### config.mk
export PLATFORM = sky130hd
export DESIGN_NAME = fdiv_cfg_codec
export DESIGN_NICKNAME = d
export VERILOG_FILES = /design/src/rtl/fdiv_pkg.sv /design/src/rtl/fdiv_field_calc.sv /design/src/rtl/fdiv_decoder.sv /design/src/rtl/fdiv_pipe_stage.sv /design/src/rtl/fdiv_cfg_codec.sv
export SDC_FILE = /design/constraint.sdc
export NUM_CORES = 1
export LEC_CHECK = 0
export BUFFER_PORTS_ARGS = -buffer_cell sky130_fd_sc_hd__clkbuf_2
export CAP_MARGIN = 0
export CORE_MARGIN = 1
export CORE_UTILIZATION = 35
export CTS_CLUSTER_DIAMETER = 60
export DETAILED_ROUTE_END_ITERATION = 16
export HOLD_SLACK_MARGIN = 0.05
export MAX_ROUTING_LAYER = met4
export PLACE_DENSITY = 0.73
export SLEW_MARGIN = 40
export SYNTH_ARGS = -nofsm -noshare
export SYNTH_HDL_FRONTEND = slang
export SYNTH_SLANG_ARGS = --single-unit
### constraint.sdc
create_clock -name clk -period 3.58 [get_ports clk]
set_input_delay 0.537 -clock clk [delete_from_list [all_inputs] [get_ports clk]]
set_output_delay 0.537 -clock clk [all_outputs]
set_load 0.02 [all_outputs]
### src/rtl/fdiv_pkg.sv
package fdiv_pkg;
  localparam int CNT_W   = 6;
  localparam int FRAC_W  = 3;
  localparam int WORD_W  = 16;
  localparam int CNT_MAX = (1 << CNT_W) - 1;

  // bit positions fixed by the counter hardware that reads these words
  localparam int W1_HIGH_LSB = 6;
  localparam int W2_BYPASS   = 6;
  localparam int W2_EDGE     = 7;
  localparam int W2_WFR      = 10;
  localparam int W2_FRAC_EN  = 11;
  localparam int W2_FRAC_LSB = 12;
  localparam int W3_WFF      = 10;
  localparam int W3_PH_LSB   = 11;

  typedef struct packed {
    logic [CNT_W-1:0]  high;
    logic [CNT_W-1:0]  low;
    logic              edge_b;
    logic              bypass;
    logic              frac_en;
    logic [FRAC_W-1:0] frac;
    logic              wf_rise;
    logic              wf_fall;
    logic [FRAC_W-1:0] phase;
  } cnt_fields_t;
endpackage

### src/rtl/fdiv_field_calc.sv
module fdiv_field_calc
  import fdiv_pkg::*;
#(
  parameter int INT_W = 7
) (
  input  logic [INT_W-1:0]  div_int,
  input  logic [FRAC_W-1:0] div_frac,
  output cnt_fields_t       fields,
  output logic              err
);
  logic [INT_W-1:0] half;
  logic [INT_W-1:0] lo_int;
  logic [INT_W-1:0] hi_frac;
  logic [INT_W-1:0] lo_frac;
  logic             odd;
  logic             frac_one;

  assign half     = div_int >> 1;
  assign odd      = div_int[0];
  assign frac_one = (div_frac == FRAC_W'(1));
  assign lo_int   = div_int - half;
  assign hi_frac  = half - INT_W'(!odd);
  assign lo_frac  = half - INT_W'(!odd || frac_one);

  always_comb begin
    fields = '0;
    err    = 1'b0;
    if (div_int == '0) begin
      err = 1'b1;
    end else if (div_int == INT_W'(1)) begin
      fields.bypass = 1'b1;
    end else if (div_frac == '0) begin
      if (int'(lo_int) > CNT_MAX || int'(half) > CNT_MAX) begin
        err = 1'b1;
      end else begin
        fields.high   = CNT_W'(half);
        fields.low    = CNT_W'(lo_int);
        fields.edge_b = odd;
      end
    end else begin
      if (int'(half) > CNT_MAX) begin
        err = 1'b1;
      end else begin
        fields.frac_en = 1'b1;
        fields.frac    = div_frac;
        fields.edge_b  = odd;
        fields.high    = CNT_W'(hi_frac);
        fields.low     = CNT_W'(lo_frac);
        fields.wf_rise = !odd;
        fields.wf_fall = ((!odd) ^ frac_one) ||
                         (div_int == INT_W'(2) && frac_one);
        fields.phase   = {odd, 2'b00} + (div_frac >> 1);
      end
    end
  end
endmodule

### src/rtl/fdiv_decoder.sv
module fdiv_decoder
  import fdiv_pkg::*;
#(
  parameter int EW = CNT_W + FRAC_W + 2
) (
  input  logic [WORD_W-1:0] word1,
  input  logic [WORD_W-1:0] word2,
  output logic [EW-1:0]     eighths
);
  logic [CNT_W:0]    cnt_sum;
  logic [FRAC_W-1:0] fr;
  logic [EW-1:0]     base;
  logic [EW-1:0]     corr;
  logic              unused_bits;

  assign cnt_sum = {1'b0, word1[CNT_W-1:0]} + {1'b0, word1[W1_HIGH_LSB +: CNT_W]};
  assign fr      = word2[W2_FRAC_LSB +: FRAC_W];
  assign base    = EW'({cnt_sum, {FRAC_W{1'b0}}});
  assign corr    = (word2[W2_EDGE] && fr != FRAC_W'(1)) ? EW'(8) : EW'(16);
  assign unused_bits = ^{word1[WORD_W-1:W1_HIGH_LSB+CNT_W], word2[WORD_W-1],
                         word2[W2_WFR], word2[W2_EDGE-1+3:W2_EDGE+1],
                         word2[W2_BYPASS-1:0]};

  always_comb begin
    if (word2[W2_BYPASS])
      eighths = EW'(8);
    else if (word2[W2_FRAC_EN])
      eighths = base + corr + EW'(fr);
    else
      eighths = base;
  end
endmodule

### src/rtl/fdiv_pipe_stage.sv
module fdiv_pipe_stage #(
  parameter int W = 8
) (
  input  logic         clk,
  input  logic         rst_n,
  input  logic         in_valid,
  output logic         in_ready,
  input  logic [W-1:0] in_data,
  output logic         out_valid,
  input  logic         out_ready,
  output logic [W-1:0] out_data
);
  assign in_ready = !out_valid || out_ready;

  always_ff @(posedge clk) begin
    if (!rst_n) begin
      out_valid <= 1'b0;
      out_data  <= '0;
    end else if (in_ready) begin
      out_valid <= in_valid;
      if (in_valid) out_data <= in_data;
    end
  end
endmodule

### src/rtl/fdiv_cfg_codec.sv
module fdiv_cfg_codec
  import fdiv_pkg::*;
#(
  parameter int INT_W = 7,
  localparam int EW   = CNT_W + FRAC_W + 2,
  localparam int ENC_W = 3 * WORD_W + 1
) (
  input  logic              clk,
  input  logic              rst_n,
  input  logic              enc_in_valid,
  output logic              enc_in_ready,
  input  logic [INT_W-1:0]  enc_in_int,
  input  logic [FRAC_W-1:0] enc_in_frac,
  output logic              enc_out_valid,
  input  logic              enc_out_ready,
  output logic [WORD_W-1:0] enc_out_word1,
  output logic [WORD_W-1:0] enc_out_word2,
  output logic [WORD_W-1:0] enc_out_word3,
  output logic              enc_out_err,
  input  logic              dec_in_valid,
  output logic              dec_in_ready,
  input  logic [WORD_W-1:0] dec_in_word1,
  input  logic [WORD_W-1:0] dec_in_word2,
  output logic              dec_out_valid,
  input  logic              dec_out_ready,
  output logic [EW-1:0]     dec_out_eighths
);
  cnt_fields_t      f;
  logic             calc_err;
  logic [WORD_W-1:0] w1, w2, w3;
  logic [ENC_W-1:0] enc_q;
  logic [EW-1:0]    dec_val;

  fdiv_field_calc #(.INT_W(INT_W)) u_calc (
    .div_int (enc_in_int),
    .div_frac(enc_in_frac),
    .fields  (f),
    .err     (calc_err)
  );

  always_comb begin
    w1 = '0;
    w2 = '0;
    w3 = '0;
    w1[CNT_W-1:0]              = f.low;
    w1[W1_HIGH_LSB +: CNT_W]   = f.high;
    w2[W2_BYPASS]              = f.bypass;
    w2[W2_EDGE]                = f.edge_b;
    w2[W2_WFR]                 = f.wf_rise;
    w2[W2_FRAC_EN]             = f.frac_en;
    w2[W2_FRAC_LSB +: FRAC_W]  = f.frac;
    w3[W3_WFF]                 = f.wf_fall;
    w3[W3_PH_LSB +: FRAC_W]    = f.phase;
  end

  fdiv_pipe_stage #(.W(ENC_W)) u_enc_stage (
    .clk      (clk),
    .rst_n    (rst_n),
    .in_valid (enc_in_valid),
    .in_ready (enc_in_ready),
    .in_data  ({calc_err, w3, w2, w1}),
    .out_valid(enc_out_valid),
    .out_ready(enc_out_ready),
    .out_data (enc_q)
  );

  assign enc_out_word1 = enc_q[WORD_W-1:0];
  assign enc_out_word2 = enc_q[2*WORD_W-1:WORD_W];
  assign enc_out_word3 = enc_q[3*WORD_W-1:2*WORD_W];
  assign enc_out_err   = enc_q[ENC_W-1];

  fdiv_decoder #(.EW(EW)) u_dec (
    .word1  (dec_in_word1),
    .word2  (dec_in_word2),
    .eighths(dec_val)
  );

  fdiv_pipe_stage #(.W(EW)) u_dec_stage (
    .clk      (clk),
    .rst_n    (rst_n),
    .in_valid (dec_in_valid),
    .in_ready (dec_in_ready),
    .in_data  (dec_val),
    .out_valid(dec_out_valid),
    .out_ready(dec_out_ready),
    .out_data (dec_out_eighths)
  );
endmodule

# Word level (Yosys, flattened, before mapping)
# Cells that the tools add are included.
# totals
reg_bits,37
inputBits,48
output_inout_bits,64
wordCells,49
# op_classes
addsub,7
order_cmp,2
eq_ne,4
n_mux,17
bitwise_logic,1
reduce_logical,14
# op_table
op,count
$mux 13,4
$mux 9,3
$mux 23,1
$mux 11,2
$sub 6x1->6,2
$add 10x11->11,1
$add 11x3->11,1
$add 6x6->7,1
$eq 7x1->1 const B,1
$eq 7x2->1 const B,1
$gt 7x6->1 const B,1
$logic_not 7->1,1
$sub 7x6->7,1
$gt 6x6->1 const B,1
$mux 1,6
$logic_or 1x1->1,5
$mux 5,1
$reduce_and 2->1,2
$add 3x2->3,1
$eq 3x1->1 const B,1
$logic_not 1->1,3
$logic_not 3->1,1
$ne 3x1->1 const B,1
$logic_and 1x1->1,2
$xor 1x1->1,1

# Depth between registers and ports, before layout
# Gate-level depths: netlist of run 1.
# depth
ltp_word,7
mapped_depth,11
depth_no_buf,11

# Hierarchy
# A second synthesis of run 1 with hierarchy kept.
# hier_totals
cells_unflattened,451
area_unflattened_um2,3817.4
# modules_own_cells
mod,instances,cells_per_inst,area_per_inst_um2,seq_area_each_um2
fdiv_pipe_stage at u_enc_stage,1,218,1985.7,1001.0
fdiv_field_calc,1,112,818.3,0.0
fdiv_decoder,1,68,523.0,0.0
fdiv_pipe_stage at u_dec_stage,1,52,486.7,240.2
fdiv_cfg_codec,1,1,3.8,0.0

# Least setup slack after synthesis of run 1
# No wires, ideal clock.
# synth_path
kind,input to register
startpoint,input port enc_in_int[0]
endpoint,register u_enc_stage.out_data[5]
setup_ns,0.070
arrival_ns,2.605
required_ns,3.510
slack_ns,0.905
cell_stages,10
path_buffers,0
cell_sequence,inv_1 ha_1 inv_1 fa_1 nand2b_4 a2111oi_4 or3_2 mux2i_1 or4b_1 a21boi_1
# synth_between
elab_chain_len,7
elab_cells_between_ends,13
classes_between,2 x add/sub; 1 x order compare; 1 x eq/ne; 5 x mux; 4 x reduce/logical
# synth_lines
item,line_no,rtl
start: declaration,fdiv_cfg_codec.sv:12,"input logic [INT_W-1:0] enc_in_int,"
$sub 7x6->7 or $logic_not 1->1 (tied branches),"fdiv_field_calc.sv:21, fdiv_field_calc.sv:23",
$gt 7x6->1 or $logic_or 1x1->1 (tied branches),"fdiv_field_calc.sv:33, fdiv_field_calc.sv:23",
$logic_or 1x1->1 or $sub 6x1->6 (tied branches),"fdiv_field_calc.sv:33, fdiv_field_calc.sv:23",
"$mux 13, on equally long branches","fdiv_field_calc.sv:33, fdiv_field_calc.sv:41",
$mux 13,fdiv_field_calc.sv:32,end else if (div_frac == '0) begin
$mux 13,fdiv_field_calc.sv:30,end else if (div_int == INT_W'(1)) begin
$mux 23 (*),fdiv_field_calc.sv:28,if (div_int == '0) begin
end signal: assignment,fdiv_pipe_stage.sv:21,if (in_valid) out_data <= in_data;
end: declaration,fdiv_pipe_stage.sv:11,output logic [W-1:0] out_data
# Every way passes the cells marked *; elsewhere a longest branch is shown, timed or not.
# A chain may end at the register's enable or synchronous reset.

# Worst setup path after layout of run 1
# Same ends and word-level chain as after synthesis.

==> results of run 1 <==
## cell families (layout without fill, tap and decap cells)
group | count (synthesis) | after routing | synth area share
compound gates | 72 | 72 | 0.189
xor+xnor | 13 | 13 | 0.0440
flops | 35 | 35 | 0.271
buf+inv | 59 | 104 | 0.125
other cells | 1 | 25 | 0.00145
mux | 1 | 1 | 0.00387
fa+ha+maj | 27 | 27 | 0.139
simple gates | 114 | 114 | 0.227
## state kept, by name, indices dropped and copies added (netlist names)
| name | count |
|---|---|
| u_dec_stage.out_valid | 1 |
| u_enc_stage.out_valid | 1 |
| u_enc_stage.out_data | 22 |
| u_dec_stage.out_data | 11 |
## cell usage after synthesis (all sizes together), types with 3 or more instances
cell / count
dfxtp: 35
nand2: 32
buf: 27
ha: 24
inv: 23
nand3: 22
o21ai: 22
a21oi: 14
nor2: 14
a21boi: 12
nor3: 10
clkbuf: 9
nor2b: 9
xnor2: 9
a22o: 7
and2: 7
nand2b: 6
xor2: 4
a22oi: 3
fa: 3
or3: 3
## per-stage QoR
step / instance area, um^2 / power, mW / cells / worst slack [ns] / hold WS (ns)
5_1_grt: 3060 / 1.24 / 487 / 0.769 / 0.491
3_5_place_dp: 2930 / 0.753 / 479 / 0.597 / 0.462
2_1_floorplan: 2680 / 0.687 / 346 / 0.905 / 0.537
4_1_cts: 3060 / 1.18 / 487 / 0.900 / 0.471
6_report: 3060 / 1.18 / 487 / 0.901 / 0.466
3_3_place_gp: 2930 / 0.745 / 479 / 0.644 / 0.453
## final timing paths
path | from | to | cells after the start | slack [ns]
worst max-delay path | enc_in_int[0] | u_enc_stage.out_data[5]$_SDFFE_PN0P_ | 11 | 0.90
worst min-delay path | u_dec_stage.out_data[1]$_SDFFE_PN0P_ | u_dec_stage.out_data[1]$_SDFFE_PN0P_ | 2 | 0.47
worst max register to register | u_enc_stage.out_valid$_SDFFE_PN0N_ | u_enc_stage.out_data[3]$_SDFFE_PN0P_ | 5 | 1.86
worst min register to register | u_dec_stage.out_data[1]$_SDFFE_PN0P_ | u_dec_stage.out_data[1]$_SDFFE_PN0P_ | 2 | 0.47
## per-layer routing
layer  part of all wire  wire [um]
met5                  0          0
met4              0.015         88
met3              0.062        359
met2               0.48       2790
met1               0.44       2540
## cells in the final DEF (no fill, tap or decap), types with 2 or more instances in the layout
| cell type | n |
|---|---|
| conb_1 | 25 |
| clkbuf_8 | 5 |
| nor3_1 | 10 |
| nor2_1 | 14 |
| a22o_1 | 7 |
| xnor2_1 | 9 |
| nand2b_1 | 5 |
| o21a_1 | 2 |
| nor2b_1 | 9 |
| o2111ai_1 | 2 |
| dfxtp_1 | 35 |
| or4b_1 | 2 |
| nor3b_1 | 2 |
| o21ai_0 | 21 |
| a21oi_1 | 14 |
| bufinv_16 | 2 |
| or3b_2 | 2 |
| xor2_1 | 4 |
| a21boi_0 | 11 |
| clkbuf_2 | 72 |
| and2_1 | 7 |
| ha_1 | 24 |
| a22oi_1 | 3 |
| nand2_1 | 32 |
| inv_1 | 23 |
| nand3_1 | 22 |
| or3_1 | 2 |
| fa_1 | 3 |
## layout make-up
class / count / area (um^2) / area share
tap: 96 / 120 / 0.0392
clock inverter: 3 / 67.6 / 0.0220
clock buffer: 5 / 68.8 / 0.0225
sequential: 35 / 701 / 0.229
inverter: 23 / 86.3 / 0.0282
timing repair buffer: 73 / 368 / 0.120
multi-input combinational: 252 / 1650 / 0.539
## power by group
group | internal, mW | switching [mW] | leakage [nW] | total [mW]
Clock | 0.278 | 0.153 | 0.0644 | 0.431
Combinational | 0.121 | 0.198 | 1.08 | 0.319
Sequential | 0.413 | 0.0126 | 0.287 | 0.426
## worst reg2reg max path: cells and delay by family, from the launching register on
family	cells	cell delay (ns)
simple gates	4	1.14
flops	1	0.31
compound gates	1	0.21
==> results.ini, run 1 <==
[status]
status = complete, no violations

[placement]
routabilityCongestion = 0.886
hpwl_mm = 4.67
io_buffers = 72

[critical_path]
crit_fanout = 5
cpMostUsedCell = inv_1
startpoint_type = input pin
crit_type = input pin to flop
path_cells = clkbuf_2 > inv_1 > ha_1 > inv_1 > fa_1 > nand2b_4 > a2111oi_4 > or3_2 > mux2i_1 > or4b_1 > a21boi_1
max_stage_delay_ns = 0.50
endpoint_kind = flop
crit_family = simple AND/OR/NAND/NOR gates
worstPathRequired_ns = 3.81
crit_slowest_cell = or4b_1
cp.arrival_ns = 2.91
critical_path_buf_inv_count = 3

[timing]
hold_viol = 0
setup_viol = 0
fin_crit_ns = 2.68
fin_setup_tns_ns = 0
finClkSkew_ns = 0.00783
timing.fmax_mhz = 373
worst_slew_pin_slew_ns = 0.692
rsz0062_at_grt = false
slew_violations = 0
finalCritPeriodShare = 0.748
timing.slew.headroom = 0.536

[power]
ir_drop_mv = 0.145
pwr_density_cell_mw_per_mm2 = 384
leakagePower_nw = 1.43

[drt]
dr.pass1.iters = 4
drt-total-wl_mm = 5.77
drtAntennaViolNets = 0
via_per_inst = 4.74
drt_iter0_markers = 75
detail_route.wl_per_cell_um = 11.9
drc = 0
vias = 2307

[floorplanning]
die_h_um = 88.0
num_rows = 30
die_w_um = 88.0
initial_utilization = 0.370
core_mm2 = 0.00698
io_pins = 112
dieArea_mm2 = 0.00774

[global_route]
grt_overflow = 0
grt_max_degree = 30
grt_pass1_vias = 2129
met2_usage = 0.279
grt_pass1_wl_mm = 9.36
top_usage_layer = met2
gr-usage-met3 = 0.0481
grt_usage = 0.162
antenna_found_initial = 0
grt_util_met1 = 0.176

[clock_tree]
cts_resized = 0
clock_path_buffers = 2
cts_buffers = 5
clock_latency_ns = 0.30
path_clk_slew_ns = 0.08
htree_levels = 2
cts_setup_buffers = 0
clkSinkCount = 35
cts.hold.buffers_added = 0
cts_tree = yes
cts-root-buf = clkbuf_8

[synthesis]
synth_top_area_share = 0.271
syn_inst = 322
yosys.area.top_type = dfxtp_1
synth_seq_cells = 35
synth.yosys.seq_area_share = 0.271
synth.area.top_cells = dfxtp_1 27%, ha_1 12%, buf_4 7.8%
avgSynthCellArea_um2 = 8.03
synth_edf_count = 0
ys_warn_count = 0
async_flop_share = 0
synthFlopType = dfxtp_1
yosysUniqueCellTypes = 47
syn-cell-area_mm2 = 0.00259

[cells_and_area]
n_antenna_cell = 0
layout-drive-gt1-share = 0.223
nets = 465
fin_util = 0.439
syn_to_final_growth_pct = 18.5
nFillCells = 727

[job]
cap_violations = 0

[min_path]
hold_path_class = flop to flop

(Power assumes the default switching activity.)
==> run 2, diff against run 1 <==
- clock period: 3.58 -> 2.6 ns (I/O delays scaled with it)
==> run 2 against run 1 <==
Hold slack got worse by 0.12 ns. Clock-buffer cell count rose by 1. Final area rose by 2.2%. Via count rose by 3.8%. Sequential share of layout area fell by 0.50 points. Routed wire length rose by 3.9%. Sequential cell count did not move. Critical endpoint unchanged. Largest cell class unchanged.
==> results.ini, run 2 (synthesized netlist as in run 1, its figures left out) <==
[global_route]
grt_max_degree = 28  ; was 30
grt_usage = 0.167  ; was 0.162
grt_overflow = 0  ; unchanged
grt_pass1_vias = 2215  ; was 2129
antenna_found_initial = 0  ; unchanged
grt_pass1_wl_mm = 9.76  ; was 9.36 mm

[clock_tree]
htree_levels = 2  ; unchanged
clock_latency_ns = 0.28  ; was 0.30 ns
cts_resized = 0  ; unchanged
cts-root-buf = clkbuf_8  ; unchanged
clock_path_buffers = 2  ; unchanged
path_clk_slew_ns = 0.08  ; about the same
cts_setup_buffers = 0  ; unchanged
cts_buffers = 5  ; unchanged
cts_tree = yes  ; unchanged
clkSinkCount = 35  ; unchanged
cts.hold.buffers_added = 0  ; unchanged

[drt]
dr.pass1.iters = 6  ; was 4
vias = 2394  ; was 2307
detail_route.wl_per_cell_um = 11.9  ; about the same
drtAntennaViolNets = 0  ; unchanged
drt-total-wl_mm = 6.00  ; was 5.77 mm
via_per_inst = 4.76  ; was 4.74
drt_iter0_markers = 66  ; was 75
drc = 0  ; unchanged

[critical_path]
max_stage_delay_ns = 0.51  ; was 0.50 ns
crit_fanout = 2  ; was 5
endpoint_kind = flop  ; unchanged
startpoint_type = input pin  ; unchanged
crit_family = simple AND/OR/NAND/NOR gates  ; unchanged
worstPathRequired_ns = 2.81  ; was 3.81 ns
cpMostUsedCell = inv_1  ; unchanged
cp.arrival_ns = 2.66  ; was 2.91 ns
crit_slowest_cell = or4b_1  ; unchanged
reg2regPathDepth = 5  ; unchanged
cp.depth = 11  ; unchanged
crit_type = input pin to flop  ; unchanged
critical_path_buf_inv_count = 3  ; unchanged
path_cells = clkbuf_2 > inv_1 > ha_1 > inv_1 > fa_1 > nand2b_4 > a2111oi_4 > or3_2 > mux2i_1 > or4b_1 > a21boi_1  ; unchanged

[min_path]
hold_depth = 3  ; was 2
hold_path_class = input pin to flop  ; was flop to flop

[floorplanning]
num_rows = 30  ; unchanged
initial_utilization = 0.370  ; unchanged
die_w_um = 88.0  ; unchanged
io_pins = 112  ; unchanged
die_h_um = 88.0  ; unchanged
core_mm2 = 0.00698  ; unchanged
dieArea_mm2 = 0.00774  ; unchanged

[timing]
setup_viol = 0  ; unchanged
worst_slack_ns = 0.149  ; was 0.901 ns
rsz0062_at_grt = false  ; unchanged
hold_viol = 0  ; unchanged
timing.fmax_mhz = 408
slew_violations = 0  ; unchanged
timing.slew.headroom = 0.680  ; was 0.536
finalCritPeriodShare = 0.943
finClkSkew_ns = 0.00385  ; was 0.00783 ns
fin_setup_tns_ns = 0  ; unchanged
worst_slew_pin_slew_ns = 0.468  ; was 0.692 ns
fin_crit_ns = 2.45

[placement]
io_buffers = 72  ; unchanged
dp_worst_setup_slack_ns = -0.165  ; was 0.597 ns
place_area_mm2 = 0.00305  ; was 0.00293 mm^2
hpwl_mm = 4.83  ; was 4.67 mm
routabilityCongestion = 0.870  ; was 0.886

[power]
combPwrFrac = 0.323  ; was 0.271
pwr_density_cell_mw_per_mm2 = 462  ; was 384 mW/mm^2
p_sw_uw = 501  ; was 363 uW
p_int_uw = 946  ; was 812 uW
ir_drop_mv = 0.200  ; was 0.145 mV
p_sw_frac = 0.346  ; was 0.309
finalPower_mw = 1.45  ; was 1.18 mW
clock_power_share = 0.271  ; was 0.367
leakagePower_nw = 1.49  ; was 1.43 nW
seqPwrFrac = 0.406  ; was 0.362

[cells_and_area]
syn_to_final_growth_pct = 21.1  ; was 18.5%
final_cell_mix = 72 x clkbuf_2, 35 x dfxtp_1, 32 x nand2_1  ; unchanged
largest_register_ffs = 22  ; unchanged
nFillCells = 730  ; was 727
n_antenna_cell = 0  ; unchanged
layout-drive-gt1-share = 0.251  ; was 0.223
nets = 481  ; was 465
regMostFlops = u_enc_stage.out_data  ; unchanged
layout_commonest_cell = clkbuf_2  ; unchanged
fin_area_mm2 = 0.00313  ; was 0.00306 mm^2
largest_registers = u_enc_stage.out_data x22, u_dec_stage.out_data x11  ; unchanged

[job]
cap_violations = 0  ; unchanged

[status]
status = complete, no violations  ; unchanged

-- run 2: area by class of cell --
class / instances / area (um^2) / share of cell area
clock buffer: 6 / 72.6 / 0.0232
clock inverter: 2 / 12.5 / 0.00399
inverter: 23 / 86.3 / 0.0276
multi-input combinational: 252 / 1650 / 0.528
sequential: 35 / 701 / 0.224
tap: 96 / 120 / 0.0383
timing repair buffer: 89 / 488 / 0.156
-- run 2: final timing paths --
check | startpoint | endpoint | slack [ns]
worst max register to register | u_enc_stage.out_valid$_SDFFE_PN0N_ | u_enc_stage.out_data[23]$_SDFFE_PN0P_ | 0.93
worst min register to register | u_dec_stage.out_data[1]$_SDFFE_PN0P_ | u_dec_stage.out_data[1]$_SDFFE_PN0P_ | 0.46
worst min-delay path | enc_in_valid | u_enc_stage.out_valid$_SDFFE_PN0N_ | 0.35
worst max-delay path | enc_in_int[0] | u_enc_stage.out_data[5]$_SDFFE_PN0P_ | 0.15
-- run 2: power by group through the flow --
| stage | clock [mW] | sequential [mW] | combinational, mW |
|---|---|---|---|
| 2_1_floorplan | 0 | 0.637 | 0.309 |
| 3_3_place_gp | 0 | 0.598 | 0.458 |
| 3_5_place_dp | 0 | 0.599 | 0.467 |
| 4_1_cts | 0.404 | 0.587 | 0.470 |
| 5_1_grt | 0.427 | 0.591 | 0.527 |
| 6_report | 0.393 | 0.587 | 0.467 |
-- run 2: per-stage QoR --
stage,utilization,hold slack [ns],instances
6_report,0.449,0.349,503
5_1_grt,0.449,0.358,503
4_1_cts,0.449,0.342,503
3_5_place_dp,0.437,0.455,495
3_3_place_gp,0.437,0.452,495
2_1_floorplan,-,0.523,346
-- run 2: per-layer routing --
metal	vias up	global-route usage	routed length, um
met5	-	-	0
met4	0	0.0492	73
met3	6	0.0424	348
met2	76	0.295	2960
met1	1091	0.183	2620
li1	1221	-	-
-- run 2: worst register-to-register path: stages, from the launching register on --
cell and delay, ns:
dfxtp_1 0.31, nand2b_1 0.11, and2_1 0.34, nand3_1 0.22
nor2_1 0.42, a22o_1 0.21
==> run 3, diff against run 2 <==
- SETUP_SLACK_MARGIN: not set -> 0.4
==> run 3 against run 2 <==
Via count is 0.84% higher. Routed wire length up 1.4%. Combinational power grew 5.6%. Critical path type unchanged. Critical endpoint is now u_dec_stage.out_data[8]$_SDFFE_PN0P_.
==> results.ini, run 3 (synthesized netlist as in run 1, its figures left out) <==
[status]
status = complete, no violations  ; unchanged

[timing]
finClkSkew_ns = 0.00880  ; was 0.00385 ns
timing.fmax_mhz = 444  ; was 408 MHz
rsz0062_at_grt = true  ; was false
finalCritPeriodShare = 0.866  ; was 0.943
whs_ns = 0.353  ; was 0.349 ns
fin_setup_tns_ns = 0  ; unchanged
fin_crit_ns = 2.25  ; was 2.45 ns
setup_viol = 0  ; unchanged
hold_viol = 0  ; unchanged
slew_violations = 0  ; unchanged

[floorplanning]
die_w_um = 88.0  ; unchanged
dieArea_mm2 = 0.00774  ; unchanged
io_pins = 112  ; unchanged
core_mm2 = 0.00698  ; unchanged
num_rows = 30  ; unchanged
initial_utilization = 0.370  ; unchanged
die_h_um = 88.0  ; unchanged

[power]
seqPwrFrac = 0.363  ; was 0.406
finalPower_mw = 1.62  ; was 1.45 mW
p_sw_uw = 528  ; was 501 uW
clock_power_share = 0.331  ; was 0.271
p_int_mw = 1.09  ; was 946 uW
ir_drop_mv = 0.206  ; was 0.200 mV
leakagePower_nw = 1.50  ; was 1.49 nW
combPwrFrac = 0.305  ; was 0.323
p_sw_frac = 0.327  ; was 0.346
pwr_density_cell_mw_per_mm2 = 494  ; was 462 mW/mm^2

[placement]
dp.cells = 491  ; was 495
io_buffers = 72  ; unchanged
hpwl_mm = 4.86  ; was 4.83 mm
place_area_mm2 = 0.00307  ; was 0.00305 mm^2
routabilityCongestion = 0.883  ; was 0.870

[critical_path]
startpoint_type = input pin  ; unchanged
max_stage_delay_ns = 0.56  ; was 0.51 ns
path_cells = buf_6 > ha_4 > inv_2 > fa_1 > inv_2 > ha_4 > a21o_1 > nand3_2 > or4b_4 > xor2_2 > o21ai_1  ; was clkbuf_2 > inv_1 > ha_1 > inv_1 > fa_1 > nand2b_4 > a2111oi_4 > or3_2 > mux2i_1 > or4b_1 > a21boi_1
crit_type = input pin to flop  ; unchanged
endpoint_kind = flop  ; unchanged
worstPathRequired_ns = 2.83  ; was 2.81 ns
startpoint = dec_in_word1[0]  ; was enc_in_int[0]
crit_family = adder cells  ; was simple AND/OR/NAND/NOR gates
critical_path_buf_inv_count = 3  ; unchanged
crit_slowest_cell = or4b_4  ; was or4b_1
reg2reg_from = u_enc_stage.out_valid$_SDFFE_PN0N_  ; unchanged
crit_fanout = 2  ; unchanged
cp.arrival_ns = 2.48  ; was 2.66 ns

[global_route]
antenna_found_initial = 0  ; unchanged
grt_overflow = 0  ; unchanged
grt_pass1_vias = 2233  ; was 2215
grt_max_degree = 30  ; was 28
grt_usage = 0.166  ; was 0.167
grt_pass1_wl_mm = 9.79  ; was 9.76 mm

[clock_tree]
clkSinkCount = 35  ; unchanged
cts.hold.buffers_added = 0  ; unchanged
cts_buffers = 5  ; unchanged
cts-root-buf = clkbuf_8  ; unchanged
clock_path_buffers = 2  ; unchanged
path_clk_slew_ns = 0.08  ; about the same
htree_levels = 2  ; unchanged
clock_latency_ns = 0.30  ; was 0.28 ns
cts_tree = yes  ; unchanged

[cells_and_area]
layoutNonFillerInstCount = 502  ; was 503
n_antenna_cell = 0  ; unchanged
fin_area_mm2 = 0.00327  ; was 0.00313 mm^2
multiInputGateArea_mm2 = 0.00174  ; was 0.00165 mm^2
nets = 480  ; was 481
syn_to_final_growth_pct = 26.5  ; was 21.1%
regMostFlops = u_enc_stage.out_data  ; unchanged
largest_registers = u_enc_stage.out_data x22, u_dec_stage.out_data x11  ; unchanged
layout_commonest_cell = clkbuf_2  ; unchanged
largest_register_ffs = 22  ; unchanged
final_cell_mix = 70 x clkbuf_2, 35 x dfxtp_1, 32 x nand2_1  ; was 72 x clkbuf_2, 35 x dfxtp_1, 32 x nand2_1
seq_area_um2 = 701  ; unchanged
nFillCells = 707  ; was 730
layout-drive-gt1-share = 0.286  ; was 0.251

[drt]
drc = 0  ; unchanged
drtAntennaViolNets = 0  ; unchanged
drt_iter0_markers = 61  ; was 66
detail_route.wl_per_cell_um = 12.1  ; was 11.9 um
via_per_inst = 4.81  ; was 4.76
drt-total-wl_mm = 6.08  ; was 6.00 mm
vias = 2414  ; was 2394
dr.pass1.iters = 4  ; was 6

[min_path]
hold_path_class = input pin to flop  ; unchanged
holdCritStartpoint = enc_in_valid  ; unchanged

[job]
cap_violations = 0  ; unchanged

## run 3: cell types whose count changed in the layout (fill, tap and decap cells not counted), moves of 2 or more
cell      change
buf_6         +2
clkbuf_2      -2
ha_1          -4
ha_4          +4
inv_1         -4
inv_2         +2
## run 3: repair_timing
action                     in CTS  in global routing
resized for setup               1                  8
setup endpoints to repair       3                  4
pin swaps                       5                  2
setup buffers                   2                  1
## run 3: worst paths after layout
kind         depth (start not counted)  slack [ns]                                   end
max                                 11        0.35  u_dec_stage.out_data[8]$_SDFFE_PN0P_
min                                  3        0.35    u_enc_stage.out_valid$_SDFFE_PN0N_
max reg2reg                          5        1.01  u_enc_stage.out_data[5]$_SDFFE_PN0P_
min reg2reg                          2        0.47  u_dec_stage.out_data[1]$_SDFFE_PN0P_
## run 3: power groups by stage
stage          clock [mW]  combinational (mW)  sequential, mW
2_1_floorplan           0               0.319           0.637
3_3_place_gp            0               0.463           0.599
3_5_place_dp            0               0.474           0.599
4_1_cts             0.549               0.484           0.587
5_1_grt             0.567               0.553           0.591
6_report            0.535               0.493           0.587
## run 3: final cells by class
type                    count  area share
flip-flops and latches     35       0.214
clock inverters             2      0.0119
inverters                  23      0.0283
clock buffers               6      0.0252
well taps                  96      0.0367
repair buffers             88       0.151
multi-input cells         252       0.533
## run 3: per-stage QoR
stage                      util  worst slack (ns)
after floorplan               -             0.168
after global placement    0.440            0.0109
after detailed placement  0.440           -0.0356
after CTS                 0.461             0.361
after global routing      0.469             0.260
final                     0.469             0.349
## run 3: per-layer routing
metal | up-vias | share of wire | GRT usage
met1 | 1118 | 0.44 | 0.184
met5 | - | 0 | -
met3 | 6 | 0.055 | 0.0396
met4 | 0 | 0.0069 | 0.0313
li1 | 1218 | - | -
met2 | 72 | 0.49 | 0.303
## run 3: worst reg2reg max path: cells and delay by family (launching register included)
family	cells	cell delay, ns
AOI/OAI and AO/OA	1	0.14
DFF	1	0.32
and+or+nand+nor	4	1.07
